<file path="config.mk">
export PLATFORM = sky130hd
export DESIGN_NAME = uart_fifo_dma_ctrl
export DESIGN_NICKNAME = d
export VERILOG_FILES = /design/src/rtl/ufd_pkg.sv /design/src/rtl/ufd_ctrl_reg.sv /design/src/rtl/ufd_byte_fifo.sv /design/src/rtl/ufd_ready.sv /design/src/rtl/uart_fifo_dma_ctrl.sv
export SDC_FILE = /design/constraint.sdc
export NUM_CORES = 1
export LEC_CHECK = 0
export BUFFER_PORTS_ARGS = -buffer_cell sky130_fd_sc_hd__clkbuf_2
export CAP_MARGIN = 20
export CORE_MARGIN = 3
export CORE_UTILIZATION = 60
export DETAILED_ROUTE_END_ITERATION = 8
export PLACE_DENSITY = 0.78
export SYNTH_ARGS = -nofsm -noshare
export SYNTH_HDL_FRONTEND = slang
export SYNTH_HIERARCHICAL = 1
export SYNTH_SLANG_ARGS = --single-unit
</file>
<file path="constraint.sdc">
create_clock -name clk -period 3 [get_ports clk]
set_input_delay 0.6 -clock clk [delete_from_list [all_inputs] [get_ports clk]]
set_output_delay 0.6 -clock clk [all_outputs]
set_load 0.005 [all_outputs]
</file>
<file path="src/rtl/ufd_pkg.sv">
package ufd_pkg;
  localparam int DATA_W = 8;
  localparam int FIFO_DEPTH = 16;
  localparam logic [1:0] MF_RXRDY = 2'b01;

  typedef struct packed {
    logic [1:0] trig;
    logic       blk_mode;
    logic       fifo_en;
  } cfg_t;

  function automatic int trig_chars(input logic [1:0] code);
    case (code)
      2'b00:   return 1;
      2'b01:   return 4;
      2'b10:   return 8;
      default: return 14;
    endcase
  endfunction
endpackage

</file>
<file path="src/rtl/ufd_ctrl_reg.sv">
module ufd_ctrl_reg
  import ufd_pkg::*;
(
  input  logic              clk,
  input  logic              rst_n,
  input  logic              we,
  input  logic [DATA_W-1:0] wdata,
  output cfg_t              cfg,
  output logic              tx_flush,
  output logic              rx_flush,
  output logic [DATA_W-1:0] rdback
);
  cfg_t cfg_q, cfg_d;
  logic en_change;

  assign en_change = we && (wdata[0] != cfg_q.fifo_en);

  always_comb begin
    cfg_d = cfg_q;
    if (we) begin
      cfg_d.fifo_en  = wdata[0];
      cfg_d.blk_mode = wdata[3];
      cfg_d.trig     = wdata[7:6];
    end
  end

  always_ff @(posedge clk or negedge rst_n) begin
    if (!rst_n) cfg_q <= '0;
    else        cfg_q <= cfg_d;
  end

  assign tx_flush = (we && wdata[2]) || en_change;
  assign rx_flush = (we && wdata[1]) || en_change;
  assign cfg      = cfg_q;
  assign rdback   = {cfg_q.trig, 2'b00, cfg_q.blk_mode, 2'b00, cfg_q.fifo_en};

  p_cfg_hold_r2: assert property (@(posedge clk) disable iff (!rst_n)
    !we |=> $stable(cfg_q));
endmodule

</file>
<file path="src/rtl/ufd_byte_fifo.sv">
module ufd_byte_fifo #(
  parameter int DW    = 8,
  parameter int DEPTH = 16,
  localparam int AW   = (DEPTH > 1) ? $clog2(DEPTH) : 1,
  localparam int CW   = $clog2(DEPTH + 1)
) (
  input  logic          clk,
  input  logic          rst_n,
  input  logic          single,
  input  logic          flush,
  input  logic          push,
  input  logic [DW-1:0] din,
  input  logic          pop,
  output logic [DW-1:0] dout,
  output logic [CW-1:0] count,
  output logic          dropped
);
  logic [DW-1:0] mem [DEPTH];
  logic [AW-1:0] wr_q, wr_d, rd_q, rd_d;
  logic [CW-1:0] cnt_q, cnt_d, lim;
  logic          do_push, do_pop;

  function automatic logic [AW-1:0] bump(input logic [AW-1:0] p);
    return (p == AW'(DEPTH - 1)) ? '0 : p + 1'b1;
  endfunction

  assign lim     = single ? CW'(1) : CW'(DEPTH);
  assign do_push = push && !flush && (cnt_q < lim);
  assign do_pop  = pop && !flush && (cnt_q != '0);
  assign dropped = push && !flush && (cnt_q >= lim);

  always_comb begin
    wr_d  = wr_q;
    rd_d  = rd_q;
    cnt_d = cnt_q;
    if (flush) begin
      wr_d  = '0;
      rd_d  = '0;
      cnt_d = '0;
    end else begin
      if (do_push) wr_d = bump(wr_q);
      if (do_pop)  rd_d = bump(rd_q);
      case ({do_push, do_pop})
        2'b10:   cnt_d = cnt_q + 1'b1;
        2'b01:   cnt_d = cnt_q - 1'b1;
        default: cnt_d = cnt_q;
      endcase
    end
  end

  always_ff @(posedge clk or negedge rst_n) begin
    if (!rst_n) begin
      wr_q  <= '0;
      rd_q  <= '0;
      cnt_q <= '0;
    end else begin
      wr_q  <= wr_d;
      rd_q  <= rd_d;
      cnt_q <= cnt_d;
    end
  end

  always_ff @(posedge clk) begin
    if (do_push) mem[wr_q] <= din;
  end

  assign dout  = (cnt_q != '0) ? mem[rd_q] : '0;
  assign count = cnt_q;

  p_cnt_bound_r3: assert property (@(posedge clk) disable iff (!rst_n)
    cnt_q <= CW'(DEPTH));
  p_single_depth_r4: assert property (@(posedge clk) disable iff (!rst_n)
    (single && !flush && $stable(single)) |-> cnt_q <= CW'(1));
  p_empty_pop_r5: assert property (@(posedge clk) disable iff (!rst_n)
    (pop && !push && cnt_q == '0) |=> cnt_q == '0);
  p_flush_r6: assert property (@(posedge clk) disable iff (!rst_n)
    flush |=> cnt_q == '0);
endmodule

</file>
<file path="src/rtl/ufd_ready.sv">
module ufd_ready
  import ufd_pkg::*;
#(
  parameter int DEPTH = 16,
  localparam int CW   = $clog2(DEPTH + 1)
) (
  input  logic          clk,
  input  logic          rst_n,
  input  cfg_t          cfg,
  input  logic [CW-1:0] tx_cnt,
  input  logic [CW-1:0] rx_cnt,
  output logic          txrdy_n,
  output logic          rxrdy_n,
  output logic          tx_irq,
  output logic          rx_irq
);
  logic          block;
  logic [CW-1:0] trig_lvl;
  logic          at_trig;

  assign block    = cfg.fifo_en && cfg.blk_mode;
  assign trig_lvl = CW'(trig_chars(cfg.trig));
  assign at_trig  = cfg.fifo_en ? (rx_cnt >= trig_lvl) : (rx_cnt != '0);

  always_comb begin
    if (block) begin
      txrdy_n = (tx_cnt == CW'(DEPTH));
      rxrdy_n = !at_trig;
    end else begin
      txrdy_n = (tx_cnt != '0);
      rxrdy_n = (rx_cnt == '0);
    end
    tx_irq = !txrdy_n;
    rx_irq = at_trig;
  end

  p_tx_empty_r7: assert property (@(posedge clk) disable iff (!rst_n)
    (!block && tx_cnt == '0) |-> !txrdy_n);
  p_rx_hold_r8: assert property (@(posedge clk) disable iff (!rst_n)
    (!block && rx_cnt != '0) |-> !rxrdy_n);
  p_tx_full_r9: assert property (@(posedge clk) disable iff (!rst_n)
    (block && tx_cnt == CW'(DEPTH)) |-> (txrdy_n && !tx_irq));
  p_rx_below_r10: assert property (@(posedge clk) disable iff (!rst_n)
    (cfg.fifo_en && rx_cnt == '0) |-> !rx_irq);
endmodule

</file>
<file path="src/rtl/uart_fifo_dma_ctrl.sv">
module uart_fifo_dma_ctrl
  import ufd_pkg::*;
#(
  parameter int DEPTH = FIFO_DEPTH,
  localparam int CW   = $clog2(DEPTH + 1)
) (
  input  logic              clk,
  input  logic              rst_n,
  input  logic              cfg_we,
  input  logic [DATA_W-1:0] cfg_wdata,
  output logic [DATA_W-1:0] cfg_rdata,
  input  logic [1:0]        mf_sel,
  input  logic              tx_push,
  input  logic [DATA_W-1:0] tx_din,
  input  logic              tx_pop,
  output logic [DATA_W-1:0] tx_dout,
  input  logic              rx_push,
  input  logic [DATA_W-1:0] rx_din,
  input  logic              rx_pop,
  output logic [DATA_W-1:0] rx_dout,
  output logic              txrdy_n,
  output logic              mf_out,
  output logic              tx_irq,
  output logic              rx_irq,
  output logic              rx_overrun
);
  logic [1:0]    rst_pipe;
  logic          rst_sync_n;
  cfg_t          cfg;
  logic          tx_flush, rx_flush;
  logic [CW-1:0] tx_cnt, rx_cnt;
  logic          tx_drop, rx_drop, rxrdy_n;
  logic          ovr_q, ovr_d;

  always_ff @(posedge clk or negedge rst_n) begin
    if (!rst_n) rst_pipe <= 2'b00;
    else        rst_pipe <= {rst_pipe[0], 1'b1};
  end
  assign rst_sync_n = rst_pipe[1];

  ufd_ctrl_reg u_ctrl (
    .clk(clk), .rst_n(rst_sync_n), .we(cfg_we), .wdata(cfg_wdata),
    .cfg(cfg), .tx_flush(tx_flush), .rx_flush(rx_flush), .rdback(cfg_rdata)
  );

  ufd_byte_fifo #(.DW(DATA_W), .DEPTH(DEPTH)) u_txf (
    .clk(clk), .rst_n(rst_sync_n), .single(!cfg.fifo_en), .flush(tx_flush),
    .push(tx_push), .din(tx_din), .pop(tx_pop), .dout(tx_dout),
    .count(tx_cnt), .dropped(tx_drop)
  );

  ufd_byte_fifo #(.DW(DATA_W), .DEPTH(DEPTH)) u_rxf (
    .clk(clk), .rst_n(rst_sync_n), .single(!cfg.fifo_en), .flush(rx_flush),
    .push(rx_push), .din(rx_din), .pop(rx_pop), .dout(rx_dout),
    .count(rx_cnt), .dropped(rx_drop)
  );

  ufd_ready #(.DEPTH(DEPTH)) u_rdy (
    .clk(clk), .rst_n(rst_sync_n), .cfg(cfg), .tx_cnt(tx_cnt), .rx_cnt(rx_cnt),
    .txrdy_n(txrdy_n), .rxrdy_n(rxrdy_n), .tx_irq(tx_irq), .rx_irq(rx_irq)
  );

  assign ovr_d = ovr_q || rx_drop;

  always_ff @(posedge clk or negedge rst_sync_n) begin
    if (!rst_sync_n) ovr_q <= 1'b0;
    else             ovr_q <= ovr_d;
  end

  assign rx_overrun = ovr_q;
  assign mf_out     = (mf_sel == MF_RXRDY) ? rxrdy_n : 1'b1;

  p_ovr_set_r11: assert property (@(posedge clk) disable iff (!rst_sync_n)
    rx_drop |=> rx_overrun);
  p_ovr_sticky_r11: assert property (@(posedge clk) disable iff (!rst_sync_n)
    rx_overrun |=> rx_overrun);
  p_mf_idle_r12: assert property (@(posedge clk) disable iff (!rst_sync_n)
    (mf_sel != MF_RXRDY) |-> mf_out);
  p_tx_nodrop_r3: assert property (@(posedge clk) disable iff (!rst_sync_n)
    (tx_push && !tx_flush && tx_cnt == '0) |-> !tx_drop);
endmodule

</file>
**Yosys cells after proc, flatten, opt, wreduce, memory -nomap -nowiden**

Memories as Yosys holds them, arrays and structs flattened.
Cells that the tools add are included.

- Input bits: 33
- Output and inout bits: 29
- Bits in latches: 0
- Memories kept: 2
- Memory bits (read-only): 0
- Register bits: 33
- Word-level logic and storage cells: 96
- Memory bits (writable): 256

- Reduce and logical (&&, ||, !) cells: 30
- Add/sub/neg operators: 8
- Shifts and indexed selects: 0
- Multiply operators: 0
- Bitwise logic cells: 0
- Eq/ne operators: 13
- Divide/modulo/power cells: 0
- Multiplexer cells: 28
- Magnitude comparators: 4

Memory list:

| memory | depth | bits a word | rd ports | clocked after memory_dff | wr ports | RTL line | RTL |
|---|---|---|---|---|---|---|---|
| u_rxf.mem | 16 | 8 | 1 | 0 | 1 | ufd_byte_fifo.sv:18 | `logic [DW-1:0] mem [DEPTH];` |
| u_txf.mem | 16 | 8 | 1 | 0 | 1 | ufd_byte_fifo.sv:18 |  |

Operator list:

| cell | count |
|---|---|
| $mux W4 | 12 |
| $pmux W5 S2 | 2 |
| $add A4 B1 Y4 const B | 4 |
| $eq A4 B4 Y1 const B | 4 |
| $mux W8 | 2 |
| $mux W5 | 3 |
| $logic_and A1 B1 Y1 | 13 |
| $pmux W4 S3 | 1 |
| $add A5 B1 Y5 const B | 2 |
| $lt A5 B5 Y1 | 2 |
| $reduce_bool A5 Y1 | 2 |
| $sub A5 B1 Y5 const B | 2 |
| $eq A2 B1 Y1 const B | 4 |
| $mux W1 | 8 |
| $reduce_bool A2 Y1 | 4 |
| $eq A2 B2 Y1 const B | 3 |
| $reduce_bool A3 Y1 | 2 |
| $eq A5 B5 Y1 const B | 1 |
| $ge A5 B4 Y1 | 1 |
| $ge A5 B5 Y1 | 1 |
| $logic_not A5 Y1 | 1 |
| $logic_not A1 Y1 | 4 |
| $logic_or A1 B1 Y1 | 3 |
| $logic_not A2 Y1 | 1 |
| $ne A1 B1 Y1 | 1 |

**Depth between registers and ports, before layout**

- Depth after elaboration: 9
- Mapped depth: 13
- Gate-level depth less buffers: 13

**Cells and area by module**

The synthesis kept the hierarchy.

By module, submodules not included:

| module | cells an instance | times used | seq. area each (µm²) | area each (µm²) |
|---|---|---|---|---|
| ufd_byte_fifo (u_rxf) | 327 | 1 | 4,169.0 | 5,973.2 |
| ufd_byte_fifo (u_txf) | 315 | 1 | 4,169.0 | 5,894.4 |
| ufd_ctrl_reg | 20 | 1 | 100.1 | 232.7 |
| ufd_ready | 24 | 1 | 0.0 | 175.2 |
| uart_fifo_dma_ctrl | 7 | 1 | 75.1 | 97.6 |

**Least setup slack after synthesis**

Ideal clock, no wire load.

- Path kind: reg-to-reg
- Start point: register u_ctrl.cfg_q (netlist bit u_ctrl/cfg[0])
- End point: register u_rxf.cnt_q[4] (netlist: u_rxf/count[4])
- Period minus slack after synthesis: 2,802 ps
- Stages on the path, launching flop included: 12
- Setup slack: 198 ps
- Path buffers: 0
- Arrival time: 2,677 ps
- Library setup time: 125 ps
- Data required time: 2,875 ps
- Cell sequence: dfrtp_1 > inv_1 > ha_1 > or4b_4 > a21boi_2 > nor3_1 > xor2_1 > ha_1 > and4b_1 > o211a_1 > a31oi_1 > mux2_2

- Word-level cells in the longest chain between the ends: 9
- Elaborated cells on any way between the ends: 15
- Classes of those cells: order compare: 1; eq/ne: 3; mux: 3; reduce/logical: 8

RTL lines:

| element | RTL line | RTL |
|---|---|---|
| from (decl) | ufd_ctrl_reg.sv:13 | `cfg_t cfg_q, cfg_d;` |
| from (signal assigned) | ufd_ctrl_reg.sv:29 | `else cfg_q <= cfg_d;` |
| branches (longest 9 deep; another with $lt A5 B5 Y1) | n/a |  |
| to (signal assigned) | ufd_byte_fifo.sv:59 | `cnt_q <= cnt_d;` |
| to (decl) | ufd_byte_fifo.sv:20 | `logic [CW-1:0] cnt_q, cnt_d, lim;` |

Parallel ways; which one is timed is not known.
A chain may end at the register's enable or synchronous reset.

**Worst setup path in the final report**

- Start point: register u_ctrl.cfg_q (netlist bit u_ctrl/cfg[3])
- End point: output port mf_out

- Word-level cells in the longest chain between the ends: 7
- Elaborated cells on any way between the ends: 9
- Classes of those cells: order compare: 1; eq/ne: 2; mux: 4; reduce/logical: 2

RTL lines:

| element | RTL line | RTL |
|---|---|---|
| $eq A2 B2 Y1, or another cell as far along | ufd_pkg.sv:13 | `case (code)` |
| $pmux W4 S3 (*) | ufd_pkg.sv:13 |  |
| $ge A5 B4 Y1 (*) | ufd_ready.sv:23 | `assign at_trig = cfg.fifo_en ? (rx_cnt >= trig_lvl) : (rx_cnt != '0);` |
| $mux W1 (*) | ufd_ready.sv:23 |  |
| $logic_not A1 Y1 (*) | ufd_ready.sv:28 | `rxrdy_n = !at_trig;` |
| $mux W1 (*) | ufd_ready.sv:26 | `if (block) begin` |
| via rxrdy_n | uart_fifo_dma_ctrl.sv:32 | `logic tx_drop, rx_drop, rxrdy_n;` |
| $mux W1 (*) | uart_fifo_dma_ctrl.sv:71 | `assign mf_out = (mf_sel == MF_RXRDY) ? rxrdy_n : 1'b1;` |
| to (decl) | uart_fifo_dma_ctrl.sv:22 | `output logic mf_out,` |

The timed path passes the listed nets; every way through them passes the cells marked *.

==> results.md <==
Pwr:
- The worst supply voltage drop on vdd is between 0.0005 and 0.0006 V.
- Summed over all cells, the static leakage comes to about 4.7 nW.
- Power spread over the standard cell area amounts to ~790 mW/mm2.
- The power after layout is ~11 mW.

Setup path:
- Walking the worst path, the cells encountered are nand2_1 -> ha_1 -> and4b_1 -> o21ai_1 -> a31o_2 -> or3b_1 -> clkbuf_2.
- Data on the critical path arrives at its endpoint at around 2.3 ns.
- The depth of the worst register-to-register path is 10.
- Of all nets on the critical path, the largest fanout is 5.
- The path type of the worst setup path is register to output port.
- In this run the critical register-to-register path is captured at u_txf/count[2]$_DFFE_PN0P_.
- The setup slack of the most critical reg-to-reg path is 0.18 ns.
- The highest-delay cell along the critical path is dfrtp_1.
- The kind of launch point of the worst setup path is a register.
- For the worst setup path, the data required time is about 2.4 ns.
- The worst register-to-register path begins at u_ctrl/cfg[0]$_DFFE_PN0P_.
- The element type at the critical path end is an output port.
- The biggest cell delay along the critical path is 0.43 ns.

Placement:
- Once detailed placement completed, the half-perimeter wirelength came to roughly 15,000 um.
- The congestion estimate from routability-driven global placement came to roughly 0.86.
- The count of input and output buffers is 55.

Hold path:
- The class of the worst hold path is primary input to register.
- In this run the most critical hold path is launched from cfg_wdata[6].
- The number of cells on the worst hold path is 2.
- The hold-critical path endpoint is u_ctrl/cfg[2]$_DFFE_PN0P_.

GRT:
- The largest net degree at the start of global routing is 37.
- The initial antenna violation count is 0.
- The total overflow left after global routing is 0.
- The met2 global-route usage is 36.6%.
- The number of global-route vias before repair is slightly below 7,000.
- Global routing consumed, on the met1 layer, about 33% of the routing resources.
- Global routing consumed, on the met3 layer, under 10% of the routing resources.
- The wire length of the first global-routing pass is between 30,000 and 40,000 um.
- The global-route layer with the greatest usage is met2.
- For this run, the total global-route usage over all layers was measured as between 20% and 30%.

Drt:
- In the routed design, unresolved DRC markers number 0.
- The detail route stage leaves a number of antenna-violating nets equal to 0.
- The first TritonRoute pass finished after 7 iterations.
- Across all layers, the routed design uses about 6,500 vias.
- The final routed wire length divided by cell count is roughly 23 um.
- The final wirelength is between 20,000 and 25,000 um.
- The ratio of routed vias to standard cells is 6.25.
- The violation count after the first detailed-route iteration is ~490.

Layout:
- In the layout the commonest cells are 256 x edfxtp_1, 64 x mux4_2, 55 x clkbuf_2.
- The number of antenna diodes in the final layout is 0.
- After filler insertion, the fill cell instance count of the layout stands at 1,213.
- The utilization after layout is 69.7%.
- The net total in the final layout is about 800.
- Leaving out fill and tap cells, the most frequent cell in the layout is edfxtp_1.
- The fraction of final layout cells sized beyond drive strength 1 is between 20 and 30%.
- The area growth from synthesis to layout is 12.0%.

Clocking:
- The clock tree from TritonCTS is yes.
- The clock root buffer is clkbuf_16.
- The number of buffers inserted during clock tree synthesis is 28.
- The later pin in the worst-skew pair is clocked with a latency of approximately 0.53 ns.
- The number of H-tree levels is 1.
- After clock tree synthesis, the clock-pin slew on the worst setup and hold paths is approximately 0.06 ns.
- The deepest clock path buffer count is 3.
- The number of clock sinks is a little under 300.

Logic synthesis:
- Synthesis handed over a netlist of 690 instances.
- The number of synthesis warnings is 6.
- The cell area after technology mapping is around 0.012 mm2.
- In this run the mean area of a mapped cell was around 18 um2.

Timing:
- The maximum clock skew at final layout is roughly 0.0095 ns.
- After layout, the worst path uses 97.0% of the clock period.
- The post-route minimum period is roughly 2.9 ns.
- The final count of hold timing violations is 0.
- The total of endpoints with negative setup slack in the final report is 0.
- In this run the tightest slew margin relative to its limit is 45.7%.
- Final hold analysis gives a worst-case slack of 0.306 ns.
- Setup repair after global routing could not meet its margin everywhere.
- At the pin with the least slew margin, the transition time is approximately 0.81 ns.
- The upper clock frequency limit is 344 MHz.
- The number of max-slew violations in the final report is 0.

Floorplanning:
- The floorplan step defined a die boundary enclosing 0.0223 mm2.
- The floorplan core area is 0.0198 mm2.
- The overall die width is 149 um.
- The initial core utilization is about 62%.
- The number of I/O pins is 62.
- The die extent in y is approximately 150 um.
- The initialized floorplan defines 51 standard-cell rows.

Run status:
- The run finished with clean final reports.

Job:
- The tool flagged a number of max-cap violations equal to 0.
[final cells by class]
type | count | area (um2) | share of cell area (%)
clock inverters | 14 | 71.3 | 0.515
well taps | 265 | 332 | 2.40
multi-input cells | 345 | 3600 | 26.0
clock buffers | 34 | 744 | 5.38
inverters | 16 | 60.1 | 0.434
flip-flops and latches | 289 | 8520 | 61.5
repair buffers | 82 | 518 | 3.74
[report_power, final]
part | internal (mW) | switching, mW
clock | 1.75 | 1.37
combinational | 1.45 | 1.58
sequential | 4.59 | 0.183
[per-stage QoR]
step	cell area, um2	worst slack, ns	setup TNS [ns]	instances
6_report	13800	0.0899	0	1045
5_1_grt	13800	-0.0114	-0.0114	1045
4_1_cts	13800	0.00949	0	1045
3_5_place_dp	12900	0.141	0	993
3_3_place_gp	12900	0.261	0	993
2_1_floorplan	12400	0.198	0	693
[metal layers]
metal	share of wire [%]	up-vias
li1	-	2885
met2	50	229
met1	42	3370
met3	6.0	43
met4	1.8	0
met5	0	-
[state kept, by name, summed over array words and instances (netlist names)]
| signal | count |
|---|---|
| u_txf/count | 5 |
| u_rxf/rd_q | 4 |
| rx_overrun | 1 |
| rst_pipe | 2 |
| u_txf/wr_q | 4 |
| u_rxf/mem | 128 |
| u_txf/rd_q | 4 |
| u_rxf/count | 5 |
| u_ctrl/cfg | 4 |
| u_rxf/wr_q | 4 |
| u_txf/mem | 128 |
[worst max-delay path: cells and delay by family (launching register included)]
kind / cells / cell delay [ns]
compound gates: 2 / 0.33
fa+ha+maj: 1 / 0.30
simple gates: 3 / 0.62
flops: 1 / 0.43
buf+inv: 1 / 0.12
[how the worst max path moves through the flow]
stage	start	slack [ns]	depth (start not counted)	end
2_1_floorplan	u_ctrl/cfg[0]$_DFFE_PN0P_	0.20	11	u_rxf/count[4]$_DFFE_PN0P_
3_3_place_gp	cfg_wdata[0]	0.26	7	u_rxf/mem[2][0]$_DFFE_PP_
3_5_place_dp	cfg_wdata[0]	0.14	7	u_rxf/mem[0][6]$_DFFE_PP_
4_1_cts	u_rxf/count[3]$_DFFE_PN0P_	0.009	6	mf_out
5_1_grt	u_ctrl/cfg[3]$_DFFE_PN0P_	-0.01	7	mf_out
6_report	u_ctrl/cfg[3]$_DFFE_PN0P_	0.09	7	mf_out
[what timing repair did]
item / CTS / global route
gates resized for setup: 0 / 8
hold buffers: 1 / 0
endpoints found under the hold margin: 2 / 0
setup endpoints to repair: 7 / 6
setup buffers: 3 / 0
Note: power is estimated with default switching activity, not from simulation.
